<file path="config.mk">
export PLATFORM = sky130hd
export DESIGN_NAME = prio_intc
export DESIGN_NICKNAME = d
export VERILOG_FILES = /design/src/rtl/prio_intc_pkg.sv /design/src/rtl/intc_remap_regs.sv /design/src/rtl/intc_cand_gen.sv /design/src/rtl/intc_prio_tree.sv /design/src/rtl/prio_intc.sv
export SDC_FILE = /design/constraint.sdc
export NUM_CORES = 1
export LEC_CHECK = 0
export ABC_CLOCK_PERIOD_IN_PS = 11000
export BUFFER_PORTS_ARGS = -buffer_cell sky130_fd_sc_hd__buf_4
export CORE_MARGIN = 5
export CORE_UTILIZATION = 45
export CTS_CLUSTER_DIAMETER = 100
export DETAILED_ROUTE_END_ITERATION = 10
export GPL_TIMING_DRIVEN = 0
export PLACE_DENSITY = 0.62
export SLEW_MARGIN = 20
export SYNTH_ARGS = -nofsm -noshare
export SYNTH_HDL_FRONTEND = slang
export SYNTH_SLANG_ARGS = --single-unit
</file>
<file path="constraint.sdc">
create_clock -name clk -period 11 [get_ports clk]
set_input_delay 0.55 -clock clk [delete_from_list [all_inputs] [get_ports clk]]
set_output_delay 0.55 -clock clk [all_outputs]
set_load 0.05 [all_outputs]
</file>
<file path="src/rtl/prio_intc_pkg.sv">
package prio_intc_pkg;

    localparam int LVL_W    = 3;
    localparam int KEY_W    = 6;
    localparam int VEC_W    = 8;
    localparam int REG_W    = 8;
    localparam int VEC_BASE = 64;

    localparam logic [KEY_W-1:0] KEY_PROMOTE_TOP = 6'd55;
    localparam logic [KEY_W-1:0] KEY_PROMOTE_2ND = 6'd54;

    typedef enum logic [1:0] {
        ADDR_PROMOTE_TOP = 2'd0,
        ADDR_PROMOTE_2ND = 2'd1,
        ADDR_SW_ACK      = 2'd2,
        ADDR_RESERVED    = 2'd3
    } reg_addr_e;

    typedef struct packed {
        logic             valid;
        logic [KEY_W-1:0] key;
        logic [VEC_W-1:0] vec;
    } cand_t;

    // Default key: sources 0..7 fill level 7, the rest start below key 54.
    function automatic logic [KEY_W-1:0] default_key(input int n);
        if (n < 8) return KEY_W'(63 - n);
        return KEY_W'(61 - n);
    endfunction

    function automatic cand_t pick(input cand_t a, input cand_t b);
        if (a.valid && (!b.valid || a.key >= b.key)) return a;
        return b;
    endfunction

endpackage

</file>
<file path="src/rtl/intc_remap_regs.sv">
module intc_remap_regs
    import prio_intc_pkg::*;
#(
    parameter int NUM_SRC = 32,
    localparam int SRC_W  = (NUM_SRC > 1) ? $clog2(NUM_SRC) : 1
) (
    input  logic             clk,
    input  logic             rst,
    input  logic [1:0]       bus_addr,
    input  logic             bus_wr,
    input  logic [REG_W-1:0] bus_wdata,
    output logic [REG_W-1:0] top_raw,
    output logic [REG_W-1:0] sec_raw,
    output logic             top_en,
    output logic             sec_en,
    output logic [SRC_W-1:0] top_idx,
    output logic [SRC_W-1:0] sec_idx
);
    logic [REG_W-1:0] slot_q [2];

    for (genvar s = 0; s < 2; s++) begin : g_slot
        always_ff @(posedge clk) begin
            if (rst)
                slot_q[s] <= '0;
            else if (bus_wr && bus_addr == 2'(s))
                slot_q[s] <= bus_wdata;
        end
    end

    assign top_raw = slot_q[0];
    assign sec_raw = slot_q[1];

    // Zero and out-of-range indices select nothing.
    assign top_en  = (slot_q[0] != '0) && (slot_q[0] < REG_W'(NUM_SRC));
    assign sec_en  = (slot_q[1] != '0) && (slot_q[1] < REG_W'(NUM_SRC));
    assign top_idx = slot_q[0][SRC_W-1:0];
    assign sec_idx = slot_q[1][SRC_W-1:0];
endmodule

</file>
<file path="src/rtl/intc_cand_gen.sv">
module intc_cand_gen
    import prio_intc_pkg::*;
#(
    parameter int NUM_SRC = 32,
    localparam int SRC_W  = (NUM_SRC > 1) ? $clog2(NUM_SRC) : 1
) (
    input  logic [NUM_SRC-1:0] irq_src,
    input  logic               top_en,
    input  logic               sec_en,
    input  logic [SRC_W-1:0]   top_idx,
    input  logic [SRC_W-1:0]   sec_idx,
    output cand_t              cand [NUM_SRC]
);
    for (genvar g = 0; g < NUM_SRC; g++) begin : g_src
        always_comb begin
            cand[g].valid = irq_src[g];
            cand[g].vec   = VEC_W'(VEC_BASE + g);
            if (top_en && top_idx == SRC_W'(g))
                cand[g].key = KEY_PROMOTE_TOP;
            else if (sec_en && sec_idx == SRC_W'(g))
                cand[g].key = KEY_PROMOTE_2ND;
            else
                cand[g].key = default_key(g);
        end
    end
endmodule

</file>
<file path="src/rtl/intc_prio_tree.sv">
module intc_prio_tree
    import prio_intc_pkg::*;
#(
    parameter int NUM_SRC = 32,
    localparam int DEPTH  = (NUM_SRC > 1) ? $clog2(NUM_SRC) : 0,
    localparam int LEAVES = 1 << DEPTH,
    localparam int NODES  = 2 * LEAVES - 1
) (
    input  cand_t             cand [NUM_SRC],
    output logic              win_valid,
    output logic [LVL_W-1:0]  win_level,
    output logic [VEC_W-1:0]  win_vec
);
    cand_t node [NODES];

    for (genvar i = 0; i < LEAVES; i++) begin : g_leaf
        if (i < NUM_SRC) begin : g_real
            assign node[LEAVES-1+i] = cand[i];
        end else begin : g_pad
            assign node[LEAVES-1+i] = '0;
        end
    end

    for (genvar j = 0; j < LEAVES - 1; j++) begin : g_node
        assign node[j] = pick(node[2*j+1], node[2*j+2]);
    end

    assign win_valid = node[0].valid;
    assign win_level = node[0].valid ? node[0].key[KEY_W-1 -: LVL_W] : '0;
    assign win_vec   = node[0].valid ? node[0].vec : '0;
endmodule

</file>
<file path="src/rtl/prio_intc.sv">
module prio_intc
    import prio_intc_pkg::*;
#(
    parameter int NUM_SRC = 32,
    localparam int SRC_W  = (NUM_SRC > 1) ? $clog2(NUM_SRC) : 1
) (
    input  logic               clk,
    input  logic               rst,
    input  logic [NUM_SRC-1:0] irq_src,
    input  logic [2:0]         cpu_mask,
    input  logic [1:0]         bus_addr,
    input  logic               bus_wr,
    input  logic               bus_rd,
    input  logic [7:0]         bus_wdata,
    output logic [7:0]         bus_rdata,
    output logic               irq_req,
    output logic [2:0]         irq_level,
    output logic [7:0]         irq_vector
);
    logic [REG_W-1:0] top_raw, sec_raw;
    logic             top_en, sec_en;
    logic [SRC_W-1:0] top_idx, sec_idx;
    cand_t            cand [NUM_SRC];
    logic             win_valid;
    logic [LVL_W-1:0] win_level;
    logic [VEC_W-1:0] win_vec;
    logic             unmasked;
    logic [REG_W-1:0] rd_mux;

    intc_remap_regs #(.NUM_SRC(NUM_SRC)) u_regs (
        .clk(clk), .rst(rst), .bus_addr(bus_addr), .bus_wr(bus_wr),
        .bus_wdata(bus_wdata), .top_raw(top_raw), .sec_raw(sec_raw),
        .top_en(top_en), .sec_en(sec_en), .top_idx(top_idx), .sec_idx(sec_idx)
    );

    intc_cand_gen #(.NUM_SRC(NUM_SRC)) u_cand (
        .irq_src(irq_src), .top_en(top_en), .sec_en(sec_en),
        .top_idx(top_idx), .sec_idx(sec_idx), .cand(cand)
    );

    intc_prio_tree #(.NUM_SRC(NUM_SRC)) u_tree (
        .cand(cand), .win_valid(win_valid), .win_level(win_level), .win_vec(win_vec)
    );

    assign unmasked = win_valid && (win_level == 3'd7 || win_level > cpu_mask);

    always_comb begin
        unique case (reg_addr_e'(bus_addr))
            ADDR_PROMOTE_TOP: rd_mux = top_raw;
            ADDR_PROMOTE_2ND: rd_mux = sec_raw;
            ADDR_SW_ACK:      rd_mux = win_vec;
            default:          rd_mux = '0;
        endcase
    end

    always_ff @(posedge clk) begin
        if (rst) begin
            irq_req    <= 1'b0;
            irq_level  <= '0;
            irq_vector <= '0;
            bus_rdata  <= '0;
        end else begin
            irq_req    <= unmasked;
            irq_level  <= win_level;
            irq_vector <= win_vec;
            if (bus_rd) bus_rdata <= rd_mux;
        end
    end
endmodule

</file>
# Yosys cells after proc, flatten, opt, wreduce, memory -nomap -nowiden
# Memories as Yosys holds them, arrays and structs flattened.
# Cells that the tools add are included.
totals:
  register_bits: 20
  mem_bits_rw: 16
  inputBits: 49
  output_inout_bits: 20
  elab_cells: 444
  n_memories: 1
op_classes:
  n_lt_le_gt_ge: 34
  eq_ne: 65
  mux: 170
  bitwise_logic: 2
  n_reduce_logical: 168
memory_table:
  columns: ["memory", "words", "width", "read_ports", "rd_ports_with_merged_regs", "write_ports", "line", "rtl"]
  rows:
  - ["u_regs.slot_q", 2, 8, 2, 0, 2, "intc_remap_regs.sv:19", "logic [REG_W-1:0] slot_q [2];"]
ops:
  columns: ["operator", "n"]
  rows:
  - ["$mux 15", 62]
  - ["$mux 6", 34]
  - ["$ge 6x6->1", 31]
  - ["$eq 5x5->1 const B", 32]
  - ["$logic_and 1x1->1", 100]
  - ["$eq 5x4->1 const B", 16]
  - ["$mux 5", 16]
  - ["$eq 5x3->1 const B", 8]
  - ["$mux 1", 39]
  - ["$logic_or 1x1->1", 32]
  - ["$mux 4", 8]
  - ["$logic_not 1->1", 31]
  - ["$mux 8", 3]
  - ["$pmux 8 s3", 1]
  - ["$eq 5x2->1 const B", 4]
  - ["$lt 8x6->1 const B", 2]
  - ["$reduce_bool 8->1", 2]
  - ["$mux 3", 5]
  - ["$eq 5x1->1 const B", 2]
  - ["$logic_not 5->1", 2]
  - ["$mux 2", 2]
  - ["$eq 3x3->1 const B", 1]
  - ["$gt 3x3->1", 1]
  - ["$eq 2x1->1 const B", 1]
  - ["other kinds (3)", 4]

# Logic depth before layout (Yosys ltp)
# An unclocked memory read counts as a cell.
logic_depth:
  ltp_word: 35
  mapped_depth: 51
  mapped_depth_nobuf: 47

# Cells and area by module
# From an unflattened synthesis, not the netlist that was laid out.
hier_totals:
  hier_cells: 1927
  hier_area_um2: 15102.0
by_module_without_submodules:
  columns: ["mod", "n_inst", "cells_per_inst", "area_each_um2", "seq_area_each_um2"]
  rows:
  - ["intc_prio_tree", 1, 1241, 9445.3, 0.0]
  - ["intc_cand_gen", 1, 541, 3986.3, 0.0]
  - ["prio_intc", 1, 91, 912.1, 400.4]
  - ["intc_remap_regs", 1, 54, 758.2, 480.5]

# Least setup slack after synthesis
# OpenSTA, ideal clock, no wires.
synth_path:
  path_kind: "register to register"
  startpoint: "memory u_regs.slot_q[1][5]"
  endpoint: "register irq_req"
  arrival_ps: 9616
  path_slack_ps: 1258
  stages_incl_launch_ff: 46
  n_path_buf: 3
  cell_sequence: "edfxtp_1 nor4_1 clkbuf_1 nand2_1 a211oi_1 ha_1 nand2b_1 a21oi_1 nand2b_1 mux2i_1 inv_1 ha_1 a21oi_1 o21ai_0 a21oi_1 a211o_1 a21o_1 ha_1 (+10 left out) a211oi_1 a21oi_1 ha_1 nand2b_1 a21o_1 a21o_1 a21oi_1 nor2b_1 o31a_1 clkbuf_1 and2_1 or2_1 ha_1 nor2b_1 o21ai_0 o21ai_0 nand2_1 a31oi_1"
synth_lines:
  columns: ["item", "line", "rtl"]
  rows:
  - ["start: declaration", "intc_remap_regs.sv:19", null]
  - ["end signal: assignment", "prio_intc.sv:63", "irq_req <= unmasked;"]
  - ["end: declaration", "prio_intc.sv:16", "output logic irq_req,"]

==> impl_metrics.toml <==
[worst_setup_path]
r2r-start = "u_regs.slot_q[1][5]"
start_kind = "flip-flop"
crit_top_cell = "ha_1"
timing.rr.end = "irq_req"
endpoint_kind = "flip-flop"
reg2reg_depth = 45
critPathRequiredTime_ps = 11160
worst_path_largest_cell_delay_ps = 480
critPathMaxFanout = 10
slowest_stage = "edfxtp_1"
cp.arrival_ps = 10600
reg2reg_slack_ps = 560
critical_path_class = "reg2reg"

[cts]
clock-sinks = 34
postCtsHoldBufs = 0
cts.clk_slew.worst_paths_ps = 60
clockBufferDepth = 2
clkLatencyLatePin_ps = 280
cts_htree_levels = 2
root_buffer = "clkbuf_16"
cts_tree = "done"
cts_buffers = 5

[outcome]
status = "finished, final reports clean"

[global_route]
antenna_found_initial = 0
grt.overflow.total = 0
grt_max_degree = 13
grt_pass1_wl_um = 29840
grt_pass1_vias = 5997
grt_usage = 0.2237

[floorplan]
rows = 42
initial_core_util = 0.4597
die_w_um = 126.3
coreArea_um2 = 13240
dieHeight_um = 126.3
dieArea_um2 = 15950
io_pins = 69

[yosys]
synth_top_family_by_area = "simple AND/OR/NAND/NOR gates"
yosysSeqAreaShare = 0.1381
ys_top_cells_by_area = "ha_1 17%, edfxtp_1 7.9%, dfxtp_1 5.9%, nor2_1 5.1%, nand2b_1 4.6%"
async_reset_ff_frac = 0
synth.top_cell.area_share = 0.1747
synth_fa_ha_area_frac = 0.1747
synth-xor-area-share = 0
synthMuxAreaShare = 0.05139
synthFlopType = "dfxtp_1"
synth_compound_area_frac = 0.2839
avgSynthCellArea_um2 = 7.580
synth_simple_gate_area_frac = 0.2896
synth_edf_count = 16
synth.distinct_cells = 83
synthCells = 803
netlist_area_um2 = 6087
yosysWarnings = 0
synth_top_area_cell = "ha_1"
ys_ff_latch = 34

[placed_design]
globalplace.congestion = 0.9051
dpl.cell_count = 1046
port_buffers = 65
post-place-ws_ps = -89.96
dp_hpwl_um = 15480

[cells_and_area]
antenna_cells = 0
drive_gt1_frac = 0.1663
fin_nets = 1011
area_growth_pct = 16.94
instances_no_fill = 1054

[timing]
fmax_mhz = 95.83
slew-limit-headroom = 0.1718
hold_viol = 0
post-route-period-util = 0.9487
skew_ps = 4.401
fin_ws_ps = 564.7
fin_crit_ps = 10440
worst_pin_slew_ps = 1231
setup-violations-final = 0
slew_violations = 0

[routing]
wl_um = 18820
drcViolationCount = 0
dr.pass1.iters = 7
avgViaCountPerCell = 6.060
vias = 6387
dr.first_iter.drc_count = 538
final_antenna_net_count = 0
routedWlPerCell_um = 17.85

[pwr]
leakagePower_uw = 0.003098
power_uw = 814.3
ir_drop_uv = 64.27
p_per_area_nw_per_um2 = 114.4

[hold_path]
whs_endpoint = "irq_req"
holdPathStages = 2
hold_path_class = "in2reg"
hp-start = "cpu_mask[2]"

[job]
maxCapViolations = 0
==> cell type report <==
class / instances / area [um^2]
fillers: 1317 / 6125
multi-input cells: 679 / 5016
clock buffers: 5 / 125.1
clock inverters: 3 / 45.04
flip-flops and latches: 34 / 840.8
well taps: 176 / 220.2
plain buffers: 31 / 146.4
inverters: 59 / 221.5
repair buffers: 67 / 503.0
==> metrics by stage <==
step | hold WS [ps] | util | TNS [ps] | cell area [um^2]
floorplan | 648.3 | - | 0 | 6095
global placement | 471.0 | 0.5137 | -483.2 | 6803
detailed placement | 471.4 | 0.5142 | -89.96 | 6809
CTS | 450.9 | 0.5279 | 0 | 6990
global route | 454.8 | 0.5375 | -55.64 | 7118
finish | 451.1 | 0.5375 | 0 | 7118
==> cells in the final DEF, fill, tap and decap left out, types with 18 or more instances in the layout <==
master / instances
and2_1: 29
dfxtp_1: 18
a21oi_1: 34
inv_1: 56
nand2_1: 60
nand2b_1: 45
nor3_1: 19
o21ai_0: 42
nor2b_1: 18
ha_1: 85
a211oi_1: 20
buf_4: 70
mux2i_1: 19
nor2_1: 83
==> synthesized netlist by cell type (8+ instances only) <==
master,n
nor3_1,20
inv_1,56
a31oi_1,9
dfxtp_1,18
nand2b_1,45
nor4_1,9
o21ai_0,45
o21a_1,9
nand2_1,60
mux2_2,10
a21oi_1,34
clkbuf_1,21
edfxtp_1,16
mux2i_1,20
nor2b_1,20
o22ai_1,13
or2_2,9
a211oi_1,25
o211ai_1,8
ha_1,85
nor2_1,83
and2_1,29
a32oi_1,10
a21o_1,11
==> worst max-delay path, delay by kind of cell (launching register included) <==
family	cells	cell delay (ps)
AOI/OAI and AO/OA	19	3890
and+or+nand+nor	12	2190
adders and majority gates	6	1680
buffers and inverters	6	1280
muxes	2	810
DFF	1	480
==> registers in the layout (all words and copies together) (netlist names) <==
| name | count |
|---|---|
| irq_vector | 6 |
| irq_level | 3 |
| irq_req | 1 |
| u_regs.slot_q | 16 |
| bus_rdata | 8 |
==> metal layers <==
| metal | up-vias | GRT usage | wire [um] |
|---|---|---|---|
| met5 | - | 0 | 0 |
| met4 | 0 | 0.05300 | 387 |
| met3 | 22 | 0.02774 | 1157 |
| met2 | 250 | 0.3762 | 8680 |
| met1 | 2974 | 0.3068 | 8592 |
| li1 | 3141 | - | - |
==> logic make-up after synthesis <==
group,Yosys count
mux,30
simple gates,324
fa+ha+maj,85
buf+inv,92
compound gates,236
flops,34
other cells,2
==> how the worst max path moves through the flow <==
| stage | start | endpoint | slack [ps] | cells past startpoint |
|---|---|---|---|---|
| after floorplan | u_regs.slot_q[1][5] | irq_req | 1260 | 45 |
| after global placement | u_regs.slot_q[1][5] | irq_req | -410 | 45 |
| after detailed placement | u_regs.slot_q[1][7] | irq_req | -90 | 48 |
| after CTS | u_regs.slot_q[1][5] | irq_req | 70 | 45 |
| after global routing | u_regs.slot_q[0][7] | irq_req | -60 | 47 |
| final | u_regs.slot_q[1][5] | irq_req | 560 | 45 |
==> what timing repair did <==
| action | 4_1_cts | 5_1_grt |
|---|---|---|
| pin swaps | 0 | 1 |
| setup endpoints to repair | 1 | 12 |
| cloned | 0 | 0 |
| setup buffers | 0 | 2 |
| gates resized for setup | 2 | 28 |
==> power by group <==
part | internal, uW | total (uW) | switching [uW]
sequential | 152 | 162 | 10.1
combinational | 193 | 488 | 295
clock | 107 | 164 | 56.9
total | 452 | 814 | 362
No activity file was read; power rests on OpenSTA's default activity.
